**src/rtl/dac_latch_pkg.sv**
```systemverilog
package dac_latch_pkg;
  localparam int DAC_CH = 2;
  localparam int BYTE_W = 8;
  localparam int CODE_W = 12;
  localparam int HI_W   = CODE_W - BYTE_W;

  typedef struct packed {
    logic [DAC_CH-1:0] loadLow;
    logic [DAC_CH-1:0] loadHigh;
  } dacStrobes_t;
endpackage

```
**src/rtl/dac_wr_decode.sv**
```systemverilog
module dac_wr_decode
  import dac_latch_pkg::*;
#(
  parameter int ADDR_W   = 4,
  parameter int BASE_OFS = 4
) (
  input  logic              wrEn,
  input  logic [ADDR_W-1:0] wrAddr,
  output dacStrobes_t       strobes
);
  // Each channel takes two consecutive offsets: lower byte, then upper nibble.
  always_comb begin
    strobes = '0;
    if (wrEn) begin
      for (int c = 0; c < DAC_CH; c++) begin
        if (wrAddr == ADDR_W'(BASE_OFS + 2*c))     strobes.loadLow[c]  = 1'b1;
        if (wrAddr == ADDR_W'(BASE_OFS + 2*c + 1)) strobes.loadHigh[c] = 1'b1;
      end
    end
  end
endmodule

```
**src/rtl/dac_hold_path.sv**
```systemverilog
module dac_hold_path
  import dac_latch_pkg::*;
(
  input  logic                          clk,
  input  logic                          rstN,
  input  dacStrobes_t                   strobes,
  input  logic [BYTE_W-1:0]             wrData,
  output logic [DAC_CH-1:0][CODE_W-1:0] codeOut,
  output logic [DAC_CH-1:0]             updOut
);
  logic [DAC_CH-1:0][BYTE_W-1:0] stageByte;

  for (genvar g = 0; g < DAC_CH; g++) begin : gChan
    always_ff @(posedge clk or negedge rstN) begin
      if (!rstN) begin
        stageByte[g] <= '0;
        codeOut[g]   <= '0;
        updOut[g]    <= 1'b0;
      end else begin
        if (strobes.loadLow[g]) stageByte[g] <= wrData;
        // The commit uses the byte staged before this edge, new or stale.
        if (strobes.loadHigh[g]) codeOut[g] <= {wrData[HI_W-1:0], stageByte[g]};
        updOut[g] <= strobes.loadHigh[g];
      end
    end
  end
endmodule

```
**src/rtl/dac_latch_top.sv**
```systemverilog
module dac_latch_top
  import dac_latch_pkg::*;
#(
  parameter int ADDR_W   = 4,
  parameter int BASE_OFS = 4
) (
  input  logic              clk,
  input  logic              rstN,
  input  logic              wrEn,
  input  logic [ADDR_W-1:0] wrAddr,
  input  logic [7:0]        wrData,
  output logic [11:0]       ch1Code,
  output logic [11:0]       ch2Code,
  output logic              ch1Update,
  output logic              ch2Update
);
  dacStrobes_t                   strobes;
  logic [DAC_CH-1:0][CODE_W-1:0] codes;
  logic [DAC_CH-1:0]             upds;

  dac_wr_decode #(.ADDR_W(ADDR_W), .BASE_OFS(BASE_OFS)) u_dec (
    .wrEn    (wrEn),
    .wrAddr  (wrAddr),
    .strobes (strobes)
  );

  dac_hold_path u_path (
    .clk     (clk),
    .rstN    (rstN),
    .strobes (strobes),
    .wrData  (wrData),
    .codeOut (codes),
    .updOut  (upds)
  );

  assign ch1Code   = codes[0];
  assign ch2Code   = codes[1];
  assign ch1Update = upds[0];
  assign ch2Update = upds[1];
endmodule

```
**config.mk**
```make
export PLATFORM = sky130hd
export DESIGN_NAME = dac_latch_top
export DESIGN_NICKNAME = d
export VERILOG_FILES = /design/src/rtl/dac_latch_pkg.sv /design/src/rtl/dac_wr_decode.sv /design/src/rtl/dac_hold_path.sv /design/src/rtl/dac_latch_top.sv
export SDC_FILE = /design/constraint.sdc
export NUM_CORES = 1
export LEC_CHECK = 0
export ABC_CLOCK_PERIOD_IN_PS = 1000
export BUFFER_PORTS_ARGS = -buffer_cell sky130_fd_sc_hd__buf_2
export CAP_MARGIN = 20
export CORE_ASPECT_RATIO = 0.75
export CORE_MARGIN = 5
export CORE_UTILIZATION = 40
export DETAILED_ROUTE_END_ITERATION = 8
export PLACE_DENSITY = 0.72
export SYNTH_ARGS = -nofsm -noshare
export SYNTH_HDL_FRONTEND = slang
export SYNTH_SLANG_ARGS = --single-unit
```
**constraint.sdc**
```tcl
create_clock -name clk -period 1 [get_ports clk]
set_input_delay 0.2 -clock clk [delete_from_list [all_inputs] [get_ports clk]]
set_output_delay 0.2 -clock clk [all_outputs]
set_load 0.03 [all_outputs]
```
==> run_results.csv, run 1 <==
group,metric,value,unit
place,io_buffers,40,
grt,grt_pass1_wl,5.83,mm
min_path,hp-class,"input port to register",
detailed_routing,firstDrtPassIters,4,
setup_path,regToRegSetupSlack,0.10,ns
final_layout,drive_above_1_share,0.722,
sta,finalSetupViolations,29,
synthesis,synth.lib_cells_used.distinct,12,
die,die_y,64.8,um
final_layout,finish.utilization,0.642,
job,cap_violations,0,
clocking,clk_pin_slew,0.08,ns
grt,grt_usage,0.138,
sta,rsz0062_at_grt,"true",
grt,antenna_found_initial,0,
detailed_routing,drtAntennaViolNets,0,
die,io_pins,41,
final_layout,final_cell_mix,"42 x dfrtp_1, 31 x buf_6, 21 x mux2_2",
clocking,cts_made_buffers,5,
synthesis,avgSynthCellArea,17.6,um2
grt,grt_max_degree,43,
synthesis,ys_warn_count,0,
sta,slew_headroom,0.829,
setup_path,crit_start,"u_path.codeOut[0]",
power_and_ir_drop,seq_power_share,0.437,
setup_path,cp.required,0.80,ns
power_and_ir_drop,ir_drop,1.43,mV
outcome,violations,"negative setup slack",
die,initial_core_util,0.427,
setup_path,r2r-start,"u_path.codeOut[1]",
synthesis,synth_fp_nets,106,
detailed_routing,wl_per_cell,15.8,um
detailed_routing,drc,0,
power_and_ir_drop,p_int,3.74,mW
grt,overflow,0,
clocking,cts_tree,"built",
final_layout,final_common_cell,"dfrtp_1",
clocking,clkLatencyLatePin,0.29,ns
place,dpl.hpwl,2.21,mm
clocking,htree_levels,2,
setup_path,r2r_end,"u_path.codeOut[1]",
sta,hold_viol,0,
power_and_ir_drop,switching_share,0.309,
setup_path,critical_path_arrival,0.84,ns
setup_path,critical_path.cell_chain,"buf_6",
place,placed_cells,189,
power_and_ir_drop,leakage,1.18,nW
final_layout,instances_no_fill,210,
die,dieArea,0.00539,mm2
power_and_ir_drop,p_clk_frac,0.204,
detailed_routing,vias,992,
clocking,ctsLongestPathBuffers,2,
setup_path,start_kind,"register",
die,die_w,83.1,um
sta,tightest_slew,0.256,ns
detailed_routing,drtIter0Drc,24,
final_layout,diodes,0,
detailed_routing,wl,3.33,mm
final_layout,area_growth,50.4,%
setup_path,critical_path.top_delay_family,"flip-flops",
sta,finalCriticalPeriod,1.04,ns
sta,fin_skew,0.00281,ns
place,place.gp.congestion,0.733,
synthesis,ys_seq_area_frac,0.656,
outcome,status,"complete, but fails checks",
setup_path,crit_type,"register to output pin",
setup_path,cp_slowest_cell,"dfrtp_1",
die,rows,19,
power_and_ir_drop,p_per_area,2250,mW/mm2
setup_path,cpPeakStageDelay,0.41,ns
sta,fin_crit_sh,1.04,
detailed_routing,vias_per_cell,4.72,
power_and_ir_drop,combPwrFrac,0.359,
synthesis,ys_ff_latch,42,
setup_path,crit_end,"ch1Code[0]",
synthesis,netlist_area,0.00160,mm2
final_layout,nets,172,
clocking,cts_root_buf,"clkbuf_8",
setup_path,cp_num_buf_inv,1,
grt,first_global_vias,1121,
clocking,clock-sinks,42,
sta,fmax,958,MHz
setup_path,setup.worst_path.end_class,"output pin",
sta,slew_viol_final,0,
setup_path,reg2regPathDepth,2,
setup_path,cp.depth,1,
power_and_ir_drop,switchingPower,1.68,mW
die,placeableCoreArea,0.00376,mm2
setup_path,crit_fanout,2,
sta,setup_ws,-0.0439,ns
synthesis,syn_inst,91,
[cell usage after synthesis]
master	count	area, um2
and2b_4	1	10.0
buf_4	1	7.51
buf_6	1	11.3
dfrtp_1	42	1050
mux2_1	9	101
mux2_2	31	349
nand2_1	1	3.75
nand3b_2	1	11.3
nand3b_4	1	20.0
nor2_2	1	6.26
nor3b_2	1	12.5
nor3b_4	1	18.8
[per-stage QoR]
| step | setup TNS, ns | cell area (um2) | total power [mW] | worst slack (ns) | hold slack, ns |
|---|---|---|---|---|---|
| after floorplan | -4.34 | 1640 | 3.25 | -0.175 | -0.0956 |
| after CTS | -1.16 | 2380 | 5.42 | -0.0573 | 0.148 |
| after detailed placement | -12.52 | 1970 | 3.73 | -0.375 | 0.190 |
| after global routing | -2.39 | 2410 | 5.69 | -0.0773 | 0.157 |
| final | -0.699 | 2410 | 5.42 | -0.0439 | 0.154 |
| after global placement | -11.48 | 1970 | 3.68 | -0.347 | 0.183 |
[sequential cells by signal, indices dropped and copies added (netlist names)]
name / count
u_path.updOut: 2
u_path.codeOut: 24
u_path.stageByte: 16
[timing repair]
item | 4_1_cts | 5_1_grt
gates cloned | 1 | 0
endpoints found under the hold margin | 42 | 0
pin swaps | 2 | 2
resized for setup | 73 | 2
hold buffers | 1 | 0
buffers inserted | 8 | 5
endpoints found under the setup margin | 43 | 64
[cell type report]
class                      instances  area (um2)
multi-input combinational         48         624
sequential                        42        1050
tap                               52        65.1
timing repair buffer              60         574
clock inverter                     2        12.5
fill                             308        1350
clock buffer                       6        82.6
[how the worst min path moves through the flow]
| stage | to | slack (ns) | startpoint | cells past startpoint |
|---|---|---|---|---|
| floorplan | u_path.codeOut[0] | -0.1 | rstN | 0 |
| global placement | u_path.codeOut[6] | 0.18 | rstN | 2 |
| detailed placement | u_path.codeOut[7] | 0.19 | rstN | 2 |
| CTS | u_path.stageByte[15] | 0.15 | wrData[7] | 2 |
| global route | u_path.stageByte[14] | 0.16 | wrData[6] | 2 |
| finish | u_path.stageByte[15] | 0.15 | wrData[7] | 2 |
[cell families after synthesis]
family        synth area share
simple gates            0.0515
mux                      0.281
flops                    0.656
buf+inv                 0.0117
[routing by layer]
| metal | vias to the layer above | wire [um] | global-route usage |
|---|---|---|---|
| met5 | - | 0 | 0 |
| met2 | 33 | 1510 | 0.217 |
| met1 | 501 | 1600 | 0.183 |
| li1 | 454 | - | - |
| met3 | 4 | 205 | 0.0557 |
| met4 | 0 | 14 | 0.0306 |
[power groups by stage]
stage	Sequential [mW]	Clock (mW)	Combinational (mW)
3_5_place_dp	2.34	0	1.38
6_report	2.37	1.11	1.95
2_1_floorplan	2.82	0	0.423
4_1_cts	2.37	1.14	1.92
5_1_grt	2.43	1.20	2.07
3_3_place_gp	2.32	0	1.36
No activity file was read; power rests on OpenSTA's default activity.
==> run 2: changes to the inputs <==
--- a/config.mk
+++ b/config.mk
@@ -8,7 +8,7 @@
 export ABC_CLOCK_PERIOD_IN_PS = 1000
 export BUFFER_PORTS_ARGS = -buffer_cell sky130_fd_sc_hd__buf_2
 export CAP_MARGIN = 20
-export CORE_ASPECT_RATIO = 0.75
+export CORE_ASPECT_RATIO = 0.5
 export CORE_MARGIN = 5
 export CORE_UTILIZATION = 40
 export DETAILED_ROUTE_END_ITERATION = 8
==> run 2 against run 1 <==
- the flow still finishes with violations (negative setup slack)
- clock power is 11% higher
- first-iteration DRC count grew 58%
- largest power group unchanged
- wire length decreased by 2.0%
- sequential cell count is the same
==> run_results.csv, run 2 (synthesized netlist as in run 1, its figures left out) <==
group,metric,value,unit
outcome,status,"complete, but fails checks",
outcome,violations,"negative setup slack",
setup_path,crit_fanout,2,
grt,grt_usage,0.130,
job,cap_violations,0,
detailed_routing,drtIter0Drc,38,
final_layout,regMostFlops,"u_path.codeOut",
die,io_pins,41,
place,io_buffers,40,
sta,finalSetupViolations,30,
setup_path,setup.worst_path.end_class,"output pin",
detailed_routing,vias,961,
setup_path,start_kind,"register",
clocking,clk_pin_slew,0.07,ns
setup_path,cp_slowest_cell,"dfrtp_1",
setup_path,cp.required,0.80,ns
sta,tightest_slew,0.222,ns
power_and_ir_drop,ir_drop,0.954,mV
detailed_routing,vias_per_cell,4.60,
grt,antenna_found_initial,0,
place,placed_cells,186,
grt,overflow,0,
clocking,ctsLongestPathBuffers,2,
sta,hold_viol,0,
setup_path,critical_path_arrival,0.84,ns
final_layout,area_growth,50.8,%
place,dpl.hpwl,2.03,mm
die,placeableCoreArea,0.00388,mm2
final_layout,reg_top3,"u_path.codeOut x24, u_path.stageByte x16, u_path.updOut x2",
clocking,clkLatencyLatePin,0.28,ns
sta,fin_crit_sh,1.04,
clocking,htree_levels,2,
die,die_w,99.5,um
power_and_ir_drop,p_per_area,2290,mW/mm2
final_layout,drive_above_1_share,0.723,
clocking,cts_made_buffers,5,
sta,finalCriticalPeriod,1.04,ns
place,place.gp.congestion,0.706,
final_layout,final_cell_mix,"42 x dfrtp_1, 28 x buf_6, 20 x mux2_2, 20 x mux2_4, 13 x buf_4",
final_layout,final_common_cell,"dfrtp_1",
min_path,hp-class,"input port to register",
clocking,cts_tree,"built",
setup_path,cp_num_buf_inv,1,
die,dieArea,0.00545,mm2
detailed_routing,wl,3.26,mm
detailed_routing,firstDrtPassIters,4,
sta,slew_viol_final,0,
grt,grt_pass1_wl,5.19,mm
final_layout,finish.utilization,0.622,
die,rows,16,
power_and_ir_drop,power,5.54,mW
sta,slew_headroom,0.852,
detailed_routing,wl_per_cell,15.6,um
setup_path,critical_path.top_delay_family,"flip-flops",
final_layout,nets,169,
sta,fin_tns_setup,-0.691,ns
clocking,clock-sinks,42,
grt,grt_max_degree,43,
die,die_y,54.8,um
final_layout,diodes,0,
detailed_routing,drc,0,
grt,first_global_vias,1032,
final_layout,largest_register_ffs,24,
setup_path,cpPeakStageDelay,0.40,ns
setup_path,crit_type,"register to output pin",
die,initial_core_util,0.413,
sta,setup_ws,-0.0367,ns
sta,rsz0062_at_grt,"true",
sta,fmax,965,MHz
final_layout,instances_no_fill,209,
power_and_ir_drop,leakage,1.19,nW
detailed_routing,drtAntennaViolNets,0,
sta,fin_skew,0.000489,ns
clocking,cts_root_buf,"clkbuf_8",
setup_path,critical_path.cell_chain,"buf_6",
==> run 2: cell count changes in the layout (fill, tap and decap cells not counted), sizes merged <==
cell,delta
buf,-3
clkbuf,+2
clkinv,-1
clkinvlp,-1
==> run 2: cell type report <==
type / instances / area (um2)
Multi-Input combinational cell: 48 / 636
Clock buffer: 8 / 110
Fill cell: 293 / 1470
Timing Repair Buffer: 57 / 553
Sequential cell: 42 / 1050
Tap cell: 54 / 67.6
==> run 2: what timing repair did <==
action,CTS,global route
pin swaps,2,2
buffers inserted,9,4
hold buffers,1,0
gates cloned,1,0
hold endpoints to repair,42,0
setup endpoints to repair,46,54
resized for setup,71,3
==> run 2: path summary, 6_finish.rpt <==
path / start / to / slack (ns) / depth (start not counted)
max in group asynchronous: rstN / u_path.codeOut[22] / 0.39 / 3
worst min-delay path: wrData[6] / u_path.stageByte[14] / 0.16 / 2
worst max-delay path: u_path.codeOut[1] / ch1Code[1] / -0.04 / 1
worst max register to register: u_path.codeOut[20] / u_path.codeOut[20] / -0.01 / 3
worst min register to register: u_path.stageByte[5] / u_path.codeOut[5] / 0.50 / 1
min in group asynchronous: rstN / u_path.stageByte[11] / 0.41 / 3
==> run 2: per-layer routing <==
| metal | track usage | wire length (um) | share of wire | vias up |
|---|---|---|---|---|
| met5 | 0 | 0 | 0 | - |
| met4 | 0.0567 | 68 | 0.021 | 0 |
| met3 | 0.0445 | 145 | 0.044 | 7 |
| met2 | 0.208 | 1590 | 0.49 | 21 |
| met1 | 0.164 | 1460 | 0.45 | 486 |
| li1 | - | - | - | 447 |
==> run 2: through the flow <==
step           hold slack [ns]  area [um2]  setup slack, ns
3_3_place_gp             0.183        1940           -0.344
4_1_cts                  0.151        2370          -0.0482
2_1_floorplan          -0.0956        1640           -0.175
6_report                 0.164        2420          -0.0367
3_5_place_dp             0.186        1940           -0.374
5_1_grt                  0.148        2420          -0.0788
==> run 2: where the power goes <==
group	switching, mW	leakage [nW]	internal (mW)	total (mW)
registers	0.262	0.530	2.11	2.37
logic	0.863	0.601	1.08	1.94
clock network	0.532	0.0575	0.696	1.23
total	1.66	1.19	3.88	5.54
==> run 3: changes to the inputs <==
--- a/config.mk
+++ b/config.mk
@@ -5,6 +5,7 @@
 export SDC_FILE = /design/constraint.sdc
 export NUM_CORES = 1
 export LEC_CHECK = 0
+export ABC_AREA = 1
 export ABC_CLOCK_PERIOD_IN_PS = 1000
 export BUFFER_PORTS_ARGS = -buffer_cell sky130_fd_sc_hd__buf_2
 export CAP_MARGIN = 20
@@ -12,7 +13,7 @@
 export CORE_MARGIN = 5
 export CORE_UTILIZATION = 40
 export DETAILED_ROUTE_END_ITERATION = 8
-export PLACE_DENSITY = 0.72
+export PLACE_DENSITY = 0.71
 export SYNTH_ARGS = -nofsm -noshare
 export SYNTH_HDL_FRONTEND = slang
 export SYNTH_SLANG_ARGS = --single-unit
==> run 3 against run 2 <==
- clock-buffer cell count shrank 3
- critical path depth is the same
- sequential power shrank 3%
- die area grew 7.4%
- clock power grew 9%
- sequential cell count is the same
- power shrank 4.4%
- first-iteration DRC count grew to 3.3 times the previous value
- worst setup slack lost 0.013 ns
- sequential share of layout area shrank 1.8 points
- via count grew 61%
- critical endpoint is now ch2Code[6]
- synthesized cell count grew 110%
- the flow still finishes with violations (negative setup slack)
==> run_results.csv, run 3 <==
group,metric,value,unit
clocking,clock-sinks,42,
synthesis,synth_fp_nets,210,
clocking,cts_root_buf,"clkbuf_8",
grt,grt_usage,0.162,
final_layout,final_common_cell,"nand2_1",
sta,finalSetupViolations,26,
detailed_routing,wl,4.33,mm
synthesis,ys_warn_count,0,
synthesis,synth.mux.area_fraction,0,
power_and_ir_drop,seq_power_share,0.432,
grt,grt_max_degree,43,
synthesis,ys_ff_latch,42,
synthesis,ys_seq_area_frac,0.603,
power_and_ir_drop,ir_drop,0.839,mV
setup_path,critical_path.top_delay_family,"flip-flops",
sta,fin_tns_setup,-0.787,ns
synthesis,avgSynthCellArea,8.93,um2
synthesis,syn_inst,195,
synthesis,synthXorXnorAreaFrac,0,
sta,fmax,952,MHz
final_layout,largest_register_ffs,24,
place,io_buffers,40,
setup_path,critical_path.cell_chain,"buf_6",
synthesis,synth_commonest_cells,"95 x nand2_1, 42 x dfrtp_1, 14 x inv_1, 14 x nand3_1",
detailed_routing,drtAntennaViolNets,0,
setup_path,crit_type,"register to output pin",
synthesis,synthArstFlopShare,1.00,
final_layout,regMostFlops,"u_path.codeOut",
sta,rsz0062_at_grt,"true",
die,die_w,103,um
min_path,hp-start,"wrData[5]",
final_layout,nets,283,
setup_path,setup.worst_path.end_class,"output pin",
grt,first_global_vias,1586,
die,die_y,56.7,um
detailed_routing,drtIter0Drc,127,
clocking,clkLatencyLatePin,0.29,ns
clocking,clk_pin_slew,0.08,ns
final_layout,diodes,0,
die,rows,16,
place,dpl.hpwl,2.92,mm
grt,antenna_found_initial,0,
synthesis,yosys.area.top_type,"dfrtp_1",
power_and_ir_drop,switching_share,0.325,
clocking,ctsLongestPathBuffers,2,
final_layout,area_growth,44.8,%
die,initial_core_util,0.431,
min_path,hp-class,"input port to register",
die,dieArea,0.00585,mm2
synthesis,netlist_area,0.00174,mm2
final_layout,stdcell_area,0.00252,mm2
setup_path,start_kind,"register",
detailed_routing,firstDrtPassIters,4,
sta,tightest_slew,0.502,ns
setup_path,crit_start,"u_path.codeOut[18]",
final_layout,regArea,0.00105,mm2
sta,setup_ws,-0.0501,ns
synthesis,synth_top_family_by_area,"simple AND/OR/NAND/NOR gates",
sta,hold_viol,0,
setup_path,cpPeakStageDelay,0.41,ns
synthesis,synth_fa_ha_area_frac,0,
synthesis,synth-main-ff-cell,"dfrtp_1",
job,cap_violations,0,
sta,fin_crit_sh,1.05,
clocking,htree_levels,2,
die,placeableCoreArea,0.00404,mm2
final_layout,drive_above_1_share,0.320,
grt,grt_pass1_wl,7.33,mm
synthesis,synth-simple-area-share,0.307,
synthesis,synth_top_area_frac,0.603,
place,placed_area,0.00213,mm2
synthesis,synth_compound_area_frac,0.0345,
setup_path,cp_slowest_cell,"dfrtp_1",
power_and_ir_drop,leakage,1.38,nW
sta,finalCriticalPeriod,1.05,ns
setup_path,cp.required,0.80,ns
outcome,violations,"negative setup slack",
synthesis,synthTopCellsByArea,"dfrtp_1 60%, nand2_1 20%, nand3_1 4.0%",
outcome,status,"complete, but fails checks",
power_and_ir_drop,p_clk_frac,0.253,
detailed_routing,vias_per_cell,4.79,
sta,fin_skew,0.00226,ns
power_and_ir_drop,p_int,3.57,mW
clocking,cts_tree,"built",
grt,overflow,0,
clocking,cts_made_buffers,5,
detailed_routing,drc,0,
setup_path,critical_path_arrival,0.85,ns
detailed_routing,wl_per_cell,13.4,um
setup_path,cp_num_buf_inv,1,
synthesis,synth.lib_cells_used.distinct,13,
die,io_pins,41,
detailed_routing,vias,1546,
final_layout,fillers,345,
final_layout,final_cell_mix,"95 x nand2_1, 42 x dfrtp_1, 30 x buf_4",
power_and_ir_drop,combPwrFrac,0.315,
place,place.gp.congestion,0.780,
synthesis,yosysMostFrequentCell,"nand2_1",
place,dp_slack,-0.293,ns
setup_path,crit_fanout,2,
power_and_ir_drop,p_per_area,2100,mW/mm2
synthesis,synth_edf_count,0,
sta,slew_headroom,0.665,
final_layout,reg_top3,"u_path.codeOut x24, u_path.stageByte x16, u_path.updOut x2",
setup_path,r2r-start,"u_path.codeOut[8]",
final_layout,multi_input_comb_area,598,um2
power_and_ir_drop,switchingPower,1.72,mW
sta,slew_viol_final,0,
[run 3: through the flow]
step	util	hold WS [ns]	total power [mW]	cells
3_3_place_gp	0.526	0.185	3.47	300
4_1_cts	0.614	0.137	5.27	318
5_1_grt	0.623	0.124	5.60	323
3_5_place_dp	0.526	0.189	3.51	300
2_1_floorplan	-	-0.0956	3.04	195
6_report	0.623	0.138	5.29	323
[run 3: final timing paths]
kind	to	cells past startpoint	slack, ns
min in group asynchronous	u_path.codeOut[19]	3	0.41
setup reg to reg	u_path.codeOut[8]	4	0.14
setup / recovery	ch2Code[6]	1	-0.05
max in group asynchronous	u_path.codeOut[21]	3	0.38
hold reg to reg	u_path.codeOut[14]	2	0.49
hold / removal	u_path.stageByte[13]	3	0.14
[run 3: worst min-delay path: stages]
cell and delay [ns]:
buf_2 0.09, nand2_1 0.05, nand2_1 0.05
[run 3: cell families (layout without fill, tap and decap cells)]
kind of cell	after synthesis	in the layout
buf+inv	21	95
flops	42	42
compound gates	8	8
simple gates	124	124
[run 3: power by group through the flow]
stage	Sequential (mW)	Clock [mW]	Combinational (mW)
3_5_place_dp	2.26	0	1.24
6_report	2.29	1.34	1.67
2_1_floorplan	2.67	0	0.364
3_3_place_gp	2.25	0	1.21
4_1_cts	2.28	1.36	1.62
5_1_grt	2.33	1.46	1.81
[run 3: metal layers]
layer | wire (um) | GRT usage | vias to the layer above | share of wire
li1 | - | - | 756 | -
met2 | 2040 | 0.254 | 35 | 0.47
met1 | 1960 | 0.210 | 753 | 0.45
met4 | 25 | 0.0351 | 0 | 0.0058
met5 | 0 | 0 | - | 0
met3 | 310 | 0.0680 | 2 | 0.072
[run 3: area by class of cell]
class,instances,area share
Sequential cell,42,0.417
Timing Repair Buffer,73,0.253
Multi-Input combinational cell,132,0.237
Clock buffer,5,0.0273
Tap cell,54,0.0268
Inverter,14,0.0208
Clock inverter,3,0.0179
[run 3: what timing repair did]
action	in CTS	in global routing
resized for setup	53	0
endpoints found under the setup margin	28	26
setup buffers	9	5
gates cloned	0	0
hold buffers	1	0
endpoints found under the hold margin	42	0
